===== src/rtl/fpc_pkg.sv =====
package fpc_pkg;

    // memory-side phase of one window
    typedef enum logic [1:0] {
        MP_IDLE  = 2'd0,
        MP_WR    = 2'd1,
        MP_RD    = 2'd2,
        MP_DRAIN = 2'd3
    } mphase_e;

    localparam int NUM_BANKS = 2;

endpackage


===== src/rtl/fpc_bank.sv =====
module fpc_bank #(
    parameter int DW    = 36,
    parameter int NWORD = 8
) (
    input  logic                     clk,
    input  logic                     rst_n,
    input  logic                     ser_we,
    input  logic [$clog2(NWORD)-1:0] ser_idx,
    input  logic [DW-1:0]            ser_wdata,
    input  logic                     par_we,
    input  logic [NWORD*DW-1:0]      par_wdata,
    input  logic [$clog2(NWORD)-1:0] rd_idx,
    output logic [DW-1:0]            rd_data,
    output logic [NWORD*DW-1:0]      par_q
);
    localparam int IW = $clog2(NWORD);

    typedef struct packed {
        logic [NWORD*DW-1:0] words;
    } bank_st_t;

    bank_st_t st_d, st_q;

    always_comb begin
        st_d = st_q;
        if (par_we) begin
            st_d.words = par_wdata;
        end
        if (ser_we) begin
            st_d.words[int'(ser_idx)*DW +: DW] = ser_wdata;
        end
    end

    always_ff @(posedge clk or negedge rst_n) begin
        if (!rst_n) begin
            st_q <= '0;
        end else begin
            st_q <= st_d;
        end
    end

    logic [IW-1:0] rd_sel;
    assign rd_sel  = rd_idx;
    assign rd_data = st_q.words[int'(rd_sel)*DW +: DW];
    assign par_q   = st_q.words;

endmodule


===== src/rtl/fpc_mem_seq.sv =====
module fpc_mem_seq
    import fpc_pkg::*;
#(
    parameter int NWORD = 8
) (
    input  logic                     clk,
    input  logic                     rst_n,
    input  logic                     kick,
    input  logic                     kick_wr,
    input  logic                     kick_rd,
    input  logic                     cont_rd,
    output logic                     mem_en,
    output logic                     mem_we,
    output logic [$clog2(NWORD)-1:0] word,
    output logic                     cap_vld,
    output logic [$clog2(NWORD)-1:0] cap_idx,
    output logic                     idle
);
    localparam int IW = $clog2(NWORD);
    localparam logic [IW-1:0] LAST_W = IW'(NWORD - 1);

    typedef struct packed {
        mphase_e       phase;
        logic [IW-1:0] word;
        logic          cap_vld;
        logic [IW-1:0] cap_idx;
    } seq_st_t;

    seq_st_t st_d, st_q;

    always_comb begin
        st_d         = st_q;
        st_d.cap_vld = (st_q.phase == MP_RD);
        st_d.cap_idx = st_q.word;
        unique case (st_q.phase)
            MP_WR: begin
                if (st_q.word == LAST_W) begin
                    st_d.word  = '0;
                    st_d.phase = cont_rd ? MP_RD : MP_IDLE;
                end else begin
                    st_d.word = st_q.word + 1'b1;
                end
            end
            MP_RD: begin
                if (st_q.word == LAST_W) begin
                    st_d.word  = '0;
                    st_d.phase = MP_DRAIN;
                end else begin
                    st_d.word = st_q.word + 1'b1;
                end
            end
            MP_DRAIN: st_d.phase = MP_IDLE;
            default:  st_d.phase = MP_IDLE;
        endcase
        if (kick) begin
            st_d.word  = '0;
            st_d.phase = kick_wr ? MP_WR : (kick_rd ? MP_RD : MP_IDLE);
        end
    end

    always_ff @(posedge clk or negedge rst_n) begin
        if (!rst_n) begin
            st_q <= '{phase: MP_IDLE, word: '0, cap_vld: 1'b0, cap_idx: '0};
        end else begin
            st_q <= st_d;
        end
    end

    assign mem_en  = (st_q.phase == MP_WR) || (st_q.phase == MP_RD);
    assign mem_we  = (st_q.phase == MP_WR);
    assign word    = st_q.word;
    assign cap_vld = st_q.cap_vld;
    assign cap_idx = st_q.cap_idx;
    assign idle    = (st_q.phase == MP_IDLE);

endmodule


===== src/rtl/fpc_pass_ctl.sv =====
module fpc_pass_ctl #(
    parameter int NPASS = 3
) (
    input  logic                     clk,
    input  logic                     rst_n,
    input  logic                     kick,
    output logic                     valid,
    output logic [$clog2(NPASS)-1:0] pass,
    output logic                     sel,
    output logic                     done
);
    localparam int PW = $clog2(NPASS);
    localparam logic [PW-1:0] LAST_P = PW'(NPASS - 1);
    localparam logic [PW-1:0] MID_P  = PW'(NPASS / 2);

    typedef struct packed {
        logic          active;
        logic [PW-1:0] pass;
    } pass_st_t;

    pass_st_t st_d, st_q;

    always_comb begin
        st_d = st_q;
        if (st_q.active) begin
            if (st_q.pass == LAST_P) begin
                st_d.active = 1'b0;
                st_d.pass   = '0;
            end else begin
                st_d.pass = st_q.pass + 1'b1;
            end
        end
        if (kick) begin
            st_d.active = 1'b1;
            st_d.pass   = '0;
        end
    end

    always_ff @(posedge clk or negedge rst_n) begin
        if (!rst_n) begin
            st_q <= '0;
        end else begin
            st_q <= st_d;
        end
    end

    assign valid = st_q.active;
    assign pass  = st_q.pass;
    assign sel   = st_q.active && (st_q.pass == MID_P);
    assign done  = !st_q.active;

endmodule


===== src/rtl/fft_pingpong_cache.sv =====
module fft_pingpong_cache
    import fpc_pkg::*;
#(
    parameter int PART_W = 18,
    parameter int NWORD  = 8,
    parameter int NPASS  = 3,
    parameter int GRP_W  = 6
) (
    input  logic                                  clk,
    input  logic                                  rst_n,
    input  logic                                  start_i,
    input  logic [GRP_W-1:0]                      ngrp_i,
    input  logic                                  swap_i,
    output logic                                  swap_rdy_o,
    output logic                                  busy_o,
    output logic                                  done_o,
    output logic                                  mem_en_o,
    output logic                                  mem_we_o,
    output logic [GRP_W+$clog2(NWORD)-1:0]        mem_addr_o,
    output logic [2*PART_W-1:0]                   mem_wdata_o,
    input  logic [2*PART_W-1:0]                   mem_rdata_i,
    output logic [NWORD*2*PART_W-1:0]             ce_data_o,
    input  logic [NWORD*2*PART_W-1:0]             ce_res_i,
    output logic                                  ce_valid_o,
    output logic [$clog2(NPASS)-1:0]              ce_pass_o,
    output logic                                  ce_sel_o
);
    localparam int DW    = 2 * PART_W;
    localparam int IW    = $clog2(NWORD);
    localparam int AW    = GRP_W + IW;
    localparam int WIN_W = GRP_W + 1;

    typedef struct packed {
        logic             run;
        logic [GRP_W-1:0] ngrp;
        logic [WIN_W-1:0] win;
        logic             sel;   // index of the memory-side bank
        logic             busy;
        logic             done;
    } top_st_t;

    top_st_t st_d, st_q;

    // sub-block wiring
    logic          seq_kick, seq_kick_wr, seq_kick_rd, seq_cont_rd;
    logic          seq_en, seq_we, seq_cap_vld, seq_idle;
    logic [IW-1:0] seq_word, seq_cap_idx;
    logic          pc_kick, pc_valid, pc_sel, pc_done;
    logic [$clog2(NPASS)-1:0] pc_pass;

    // window decode
    logic [WIN_W-1:0] ngrp_ext, win_new, win_m2, grp_full;
    logic             final_win, cur_rd, swap_rdy, start_ok, swap_ok, fin;

    always_comb begin
        ngrp_ext    = WIN_W'(st_q.ngrp);
        win_new     = st_q.win + 1'b1;
        win_m2      = st_q.win - WIN_W'(2);
        final_win   = st_q.run && (st_q.win == ngrp_ext + 1'b1);
        cur_rd      = (st_q.win < ngrp_ext);
        swap_rdy    = st_q.run && !final_win && seq_idle && pc_done;
        start_ok    = start_i && !st_q.run && (ngrp_i != '0);
        swap_ok     = swap_i && swap_rdy;
        fin         = final_win && seq_we && (seq_word == IW'(NWORD - 1));

        seq_kick    = start_ok || swap_ok;
        seq_kick_wr = swap_ok && (win_new >= WIN_W'(2));
        seq_kick_rd = start_ok || (swap_ok && (win_new < ngrp_ext));
        seq_cont_rd = cur_rd;
        pc_kick     = swap_ok && (win_new <= ngrp_ext);
        grp_full    = seq_we ? win_m2 : st_q.win;

        st_d      = st_q;
        st_d.done = 1'b0;
        if (start_ok) begin
            st_d.run  = 1'b1;
            st_d.ngrp = ngrp_i;
            st_d.win  = '0;
            st_d.sel  = 1'b0;
            st_d.busy = 1'b1;
        end else if (swap_ok) begin
            st_d.win = win_new;
            st_d.sel = !st_q.sel;
        end else if (fin) begin
            st_d.run  = 1'b0;
            st_d.busy = 1'b0;
            st_d.done = 1'b1;
        end
    end

    always_ff @(posedge clk or negedge rst_n) begin
        if (!rst_n) begin
            st_q <= '0;
        end else begin
            st_q <= st_d;
        end
    end

    fpc_mem_seq #(.NWORD(NWORD)) u_seq (
        .clk     (clk),
        .rst_n   (rst_n),
        .kick    (seq_kick),
        .kick_wr (seq_kick_wr),
        .kick_rd (seq_kick_rd),
        .cont_rd (seq_cont_rd),
        .mem_en  (seq_en),
        .mem_we  (seq_we),
        .word    (seq_word),
        .cap_vld (seq_cap_vld),
        .cap_idx (seq_cap_idx),
        .idle    (seq_idle)
    );

    fpc_pass_ctl #(.NPASS(NPASS)) u_pass (
        .clk   (clk),
        .rst_n (rst_n),
        .kick  (pc_kick),
        .valid (pc_valid),
        .pass  (pc_pass),
        .sel   (pc_sel),
        .done  (pc_done)
    );

    logic [DW-1:0]       bank_ser [NUM_BANKS];
    logic [NWORD*DW-1:0] bank_par [NUM_BANKS];

    for (genvar b = 0; b < NUM_BANKS; b++) begin : g_bank
        logic is_mem;
        assign is_mem = (st_q.sel == 1'(b));
        fpc_bank #(.DW(DW), .NWORD(NWORD)) u_bank (
            .clk       (clk),
            .rst_n     (rst_n),
            .ser_we    (is_mem && seq_cap_vld),
            .ser_idx   (seq_cap_idx),
            .ser_wdata (mem_rdata_i),
            .par_we    (!is_mem && pc_valid),
            .par_wdata (ce_res_i),
            .rd_idx    (seq_word),
            .rd_data   (bank_ser[b]),
            .par_q     (bank_par[b])
        );
    end

    assign mem_en_o    = seq_en;
    assign mem_we_o    = seq_we;
    assign mem_addr_o  = AW'({grp_full, seq_word});
    assign mem_wdata_o = bank_ser[st_q.sel];
    assign ce_data_o   = bank_par[!st_q.sel];
    assign ce_valid_o  = pc_valid;
    assign ce_pass_o   = pc_pass;
    assign ce_sel_o    = pc_sel;
    assign swap_rdy_o  = swap_rdy;
    assign busy_o      = st_q.busy;
    assign done_o      = st_q.done;

endmodule


===== config.mk =====
export PLATFORM = sky130hd
export DESIGN_NAME = fft_pingpong_cache
export DESIGN_NICKNAME = d
export VERILOG_FILES = /design/src/rtl/fpc_pkg.sv /design/src/rtl/fpc_bank.sv /design/src/rtl/fpc_mem_seq.sv /design/src/rtl/fpc_pass_ctl.sv /design/src/rtl/fft_pingpong_cache.sv
export SDC_FILE = /design/constraint.sdc
export NUM_CORES = 2
export LEC_CHECK = 0
export BUFFER_PORTS_ARGS = -buffer_cell sky130_fd_sc_hd__buf_2
export CAP_MARGIN = 20
export CORE_ASPECT_RATIO = 2
export CORE_MARGIN = 2
export CORE_UTILIZATION = 40
export DETAILED_ROUTE_END_ITERATION = 10
export HOLD_SLACK_MARGIN = 0.12
export SYNTH_ARGS = -nofsm -noshare
export SYNTH_HDL_FRONTEND = slang
export SYNTH_SLANG_ARGS = --single-unit

===== constraint.sdc =====
create_clock -name clk -period 4.3 [get_ports clk]
set_input_delay 1.29 -clock clk [delete_from_list [all_inputs] [get_ports clk]]
set_output_delay 1.29 -clock clk [all_outputs]
set_load 0.03 [all_outputs]

-- Word-level counts from Yosys, hierarchy flattened
Cells that the tools add are included.
- multiplexer cells: 34
- multiply operators: 2
- $lt $le $gt $ge: 6
- reduce and logical (&&, ||, !) cells: 33
- add/subtract/negate cells: 6
- bitwise operators: 3
- shift operators: 4
- eq/ne operators: 9
- divide/modulo/power cells: 0
- operators with widths (operator ; number):
    288-bit two-way mux ; 7
    288-bit bitwise mux ; 2
    288-bit by 32-bit indexed part select with 36-bit output ; 2
    36-bit by 33-bit variable shift with 288-bit output (first input constant) ; 1
    36-bit by 33-bit indexed part select with 288-bit output ; 1
    36-bit two-way mux ; 3
    32-bit negation with 33-bit output ; 1
    1-bit logical AND ; 17
    2-bit two-way mux ; 8
    7-bit by 6-bit less-than comparator with 1-bit output ; 2
    3-bit by 4-bit multiplier with 7-bit output (second input constant) ; 2
    3-bit two-way mux ; 4
    9-bit two-way mux ; 1
    8-bit two-way mux ; 1
    2-bit nonzero test ; 4
    6-bit by 1-bit adder with 7-bit output (second input constant) ; 1
    7-bit by 1-bit adder with 7-bit output (second input constant) ; 1
    7-bit == test ; 1
    7-bit by 2-bit >= comparator with 1-bit output (second input constant) ; 1
    7-bit by 6-bit less-or-equal comparator with 1-bit output ; 1
    6-bit two-way mux ; 1
    6-bit nonzero test ; 1
    6-bit by 2-bit subtractor with 6-bit output (second input constant) ; 1
    1-bit two-way mux ; 5
    other kinds (18) ; 28
- bits in latches: 0
- register bits after elaboration: 605
- logic and storage cells: 111
- memories: 0
- RAM bits: 0
- bits of input ports: 334
- bits in read-only memories: 0
- output and inout port bits: 342

-- Depth between registers and ports, before layout
- depth after elaboration: 13
- gate-level depth with buffers: 17
- depth with buffers taken out: 11

-- By module
From an unflattened synthesis, not the netlist that was laid out.
- cells, all modules: 4187
- area, all modules: 45925.3 um2
- by module, submodules not included (module ; cells an instance ; area each (um2) ; seq. area each (um2) ; times used):
    fpc_bank (g_bank[0].u_bank) ; 1905 ; 20353.3 ; 7206.9 ; 1
    fpc_bank (g_bank[1].u_bank) ; 1715 ; 19668.9 ; 7206.9 ; 1
    fft_pingpong_cache ; 513 ; 5256.3 ; 400.4 ; 1
    fpc_mem_seq ; 41 ; 503.0 ; 225.2 ; 1
    fpc_pass_ctl ; 13 ; 143.9 ; 75.1 ; 1

-- Worst setup path after synthesis
No wires, ideal clock.
- path kind: reg-to-output
- from: register st_q (netlist bit g_bank[1].is_mem)
- to: output port mem_wdata_o[10]
- arrival: 2.344 ns
- stages on the path, launching flop included: 6
- path slack: 0.666 ns
- path buffers: 3
- required time: 3.010 ns
- path through: dfrtp_1 buf_2 clkbuf_1 buf_1 mux4_2 mux4_2
- longest elaborated chain between the ends: 4
- ends and longest elaborated chain (item ; RTL line ; RTL):
    start, declared ; fft_pingpong_cache.sv:42 ; top_st_t st_d, st_q;
    start signal, assigned ; fft_pingpong_cache.sv:95 ; st_q <= st_d;
    1-bit NOT with 2-bit output (not written as such) ; fft_pingpong_cache.sv:147 ; assign mem_wdata_o = bank_ser[st_q.sel];
    36-bit two-way mux (not written as such) (3 in a row) ; fft_pingpong_cache.sv:147 ;
    end, declared ; fft_pingpong_cache.sv:20 ; output logic [2*PART_W-1:0] mem_wdata_o,
Every way passes these cells. The select of a mux whose other input is x is not followed.

-- Final worst setup path
- from: register st_q (netlist bit g_bank[1].is_mem)
- to: output port mem_wdata_o[5]
Same word-level chain as after synthesis.

==> metrics.txt <==
status complete, but fails checks; failing checks negative setup slack; post-DP HPWL about 180,000 um; synth-to-layout area growth 23.3%; CP max FO 16; GRT Total Usage 0.441; Top FF cell, synth dfrtp_1; hold-fix buffers at CTS 0; GRT met2 Usage 0.691; Final Net Count 4,891; critical path launch point type flop; Residual DRC 0; crit path DAT 3080 ps; Yosys Warn Count 0; Antenna Violating Nets Remaining 0; Hold Crit Class in2async; FF+latch count, synth 604; GRT overflow 0; clk sink count approximately 600; vias in the first global route 38,700; Routed wire per std cell 39.5 um; via count 38,400; Least-Margin Pin Slew 1310 ps; final hold vios 0; clk root buf clkbuf_16; worst hold slack 520 ps; crit path time final between 4000 and 5000 ps; M1 GR Usage 0.483; port bufs 675; fin area 50,300 um2; total CTS buffers 59; Vias/cell 6.46; layout cell share with drive strength beyond 1 0.372; CORE AREA 101,000 um2; I/O pin total just under 700; Netlist cell types 85; First DRT Iteration DRCs between 4,000 and 5,000; post-placement worst setup slack 404 ps; unrepaired setup endpoints after global routing true; Slew headroom 0.126; max-slew violations 0; H-tree levels 2; Post-DP Area 47,600 um2; TritonCTS clock tree built; Top Usage Layer GRT met2; Die ar. 105,000 um2; FP Rows 165; worst r2r path cells 9; mapped cell area 40,800 um2; syn_nets 4,070; maximum clock frequency ~230 MHz; M3 GR Usage 0.121; asr flop ratio synth 1.00; synthesized instance count 3,709; Seq/Total Area, Yosys 0.371; CP Class reg2out; clock latency on the worst-skew pair 730 ps; first-pass GRT wire length around 320,000 um; fillers ~9,500; Die W 230 um; largest net degree at the start of global routing 96; initial antenna violation count 46; Post-synth EDFFs 0; Final Cycle Share 1.02; iteration count of the initial detailed-routing pass 6; Initial Util 0.403; clk slew on worst S/H paths around 70 ps; syn avg cell area 11.0 um2; worst path required time 3010 ps; clock skew about 26 ps; final-report setup violation count 16; clock tree buffer depth 3; max cap viols 0; Die Ht 455 um; RePlAce Congestion 1.10; total length of routed wires between 200,000 and 250,000 um; CP endpoint kind primary output; slack of the critical path -72.0 ps
## logic make-up after synthesis
group	count (synthesis)	share of synthesized area
buf+inv	290	0.0308
fa+ha+maj	27	0.00829
simple gates	921	0.101
mux	1386	0.411
compound gates	466	0.0751
flops	604	0.371
xor+xnor	15	0.00322
## final cells by class
class	instances	area (um2)	share of cell area
clock inverter	24	340	0.00677
sequential	604	15100	0.301
multi-input combinational	2815	24500	0.487
timing repair buffer	1024	6770	0.135
antenna	28	70.1	0.00139
inverter	26	97.6	0.00194
clock buffer	83	1720	0.0341
tap	1336	1670	0.0333
## cell usage in the layout (no fill, tap or decap), types with 10 or more instances in the layout
cell type    n
mux2i_1    874
or2_2       10
clkinv_2    12
buf_12      34
buf_2      668
nand2b_1    17
inv_1       24
nand3_1     35
nor2_1     138
nor2_2      11
nor3_1      22
a22o_1      11
a21oi_1     94
nand2_1    543
clkbuf_16   62
clkbuf_8    15
a22oi_1     50
mux2_2     311
nor2b_1     11
buf_4      294
a211oi_1    48
mux4_2     199
and3_1      16
a31oi_1     19
ha_1        26
buf_6       11
diode_2     28
a32oi_1     29
and2_1      64
dfrtp_1    598
o21ai_0    132
## per-layer routing
metal | vias up | wire (um)
met5 | - | 192
li1 | 15400 | -
met1 | 19400 | 78300
met4 | 34 | 27100
met2 | 2665 | 107000
met3 | 869 | 22300
## sequential cells by signal (all words and copies together) (netlist names)
| register | cells |
|---|---|
| u_pass.valid | 1 |
| u_pass.pass | 2 |
| u_seq.cap_vld | 1 |
| st_q | 8 |
| u_seq.cap_idx | 3 |
| g_bank.u_bank.par_q | 576 |
| u_seq.word | 3 |
| ngrp_ext | 6 |
| done_o | 1 |
| u_seq.st_q | 2 |
| g_bank.is_mem | 1 |
## Yosys cell counts, types with 4 or more instances
| cell type | n | area share |
|---|---|---|
| xnor2_1 | 7 | 0.0015 |
| o21ai_1 | 7 | 0.00086 |
| nand4_1 | 4 | 0.00061 |
| o2bb2ai_1 | 9 | 0.0019 |
| a32o_1 | 7 | 0.0017 |
| nor3b_1 | 4 | 0.00074 |
| buf_1 | 26 | 0.0024 |
| o22ai_1 | 9 | 0.0014 |
| xor2_1 | 8 | 0.0017 |
| nor3_1 | 24 | 0.0029 |
| a2bb2oi_1 | 5 | 0.0011 |
| ha_1 | 27 | 0.0083 |
| a22oi_1 | 51 | 0.0094 |
| and3_1 | 16 | 0.0025 |
| a31oi_1 | 19 | 0.0029 |
| inv_1 | 24 | 0.0022 |
| buf_4 | 12 | 0.0022 |
| a211oi_1 | 48 | 0.0088 |
| or2_2 | 10 | 0.0015 |
| mux2i_1 | 874 | 0.21 |
| and2_1 | 65 | 0.010 |
| nand3_1 | 35 | 0.0043 |
| nand2b_1 | 19 | 0.0029 |
| nor3_2 | 6 | 0.0015 |
| mux2_2 | 311 | 0.086 |
| nand2_1 | 544 | 0.050 |
| dfrtp_1 | 604 | 0.37 |
| a32oi_1 | 29 | 0.0062 |
| a22o_1 | 11 | 0.0024 |
| mux4_2 | 199 | 0.11 |
| nor2b_1 | 11 | 0.0017 |
| a21oi_1 | 95 | 0.012 |
| a21o_1 | 5 | 0.00092 |
| nor2_1 | 139 | 0.013 |
| o21ai_0 | 132 | 0.016 |
| clkbuf_1 | 135 | 0.012 |
| buf_2 | 90 | 0.011 |
| o21a_1 | 5 | 0.00092 |
| or3_1 | 4 | 0.00061 |
| nor2_2 | 11 | 0.0017 |
## critical path: stages (launching register included)
cell,delay [ps]
dfrtp_4,430
buf_12,190
buf_12,150
buf_16,190
mux4_2,620
mux4_2,540
buf_2,200
## what timing repair did
action	4_1_cts	5_1_grt
setup buffers	7	16
resized for setup	19	16
endpoints found under the setup margin	36	33
cloned	3	4
## stage by stage
stage / cells / utilization / TNS [ps]
2_1_floorplan: 3709 / - / 0
3_3_place_gp: 5771 / 0.470 / 0
4_1_cts: 5889 / 0.493 / -87.9
5_1_grt: 5920 / 0.496 / -645
3_5_place_dp: 5772 / 0.470 / 0
6_report: 5940 / 0.497 / -478
## path summary, 6_finish.rpt
| path | start | to | slack (ps) |
|---|---|---|---|
| worst max-delay path | g_bank[1].is_mem$_DFFE_PN0N_ | mem_wdata_o[5] | -70 |
| worst min-delay path | rst_n | st_q[4]$_DFFE_PN0N_ | 520 |
| worst max register to register | u_seq.cap_idx[0]$_DFF_PN0_ | g_bank[1].u_bank.par_q[129]$_DFF_PN0_ | 120 |
| worst min register to register | g_bank[0].u_bank.par_q[245]$_DFF_PN0_ | g_bank[0].u_bank.par_q[245]$_DFF_PN0_ | 560 |
| max in group asynchronous | rst_n | g_bank[1].u_bank.par_q[94]$_DFF_PN0_ | 2730 |
| min in group clk | g_bank[0].u_bank.par_q[245]$_DFF_PN0_ | g_bank[0].u_bank.par_q[245]$_DFF_PN0_ | 560 |
Power is left out: the tool's default activity adds up to more than one toggle a clock period on the data nets, which glitch-free logic cannot reach.
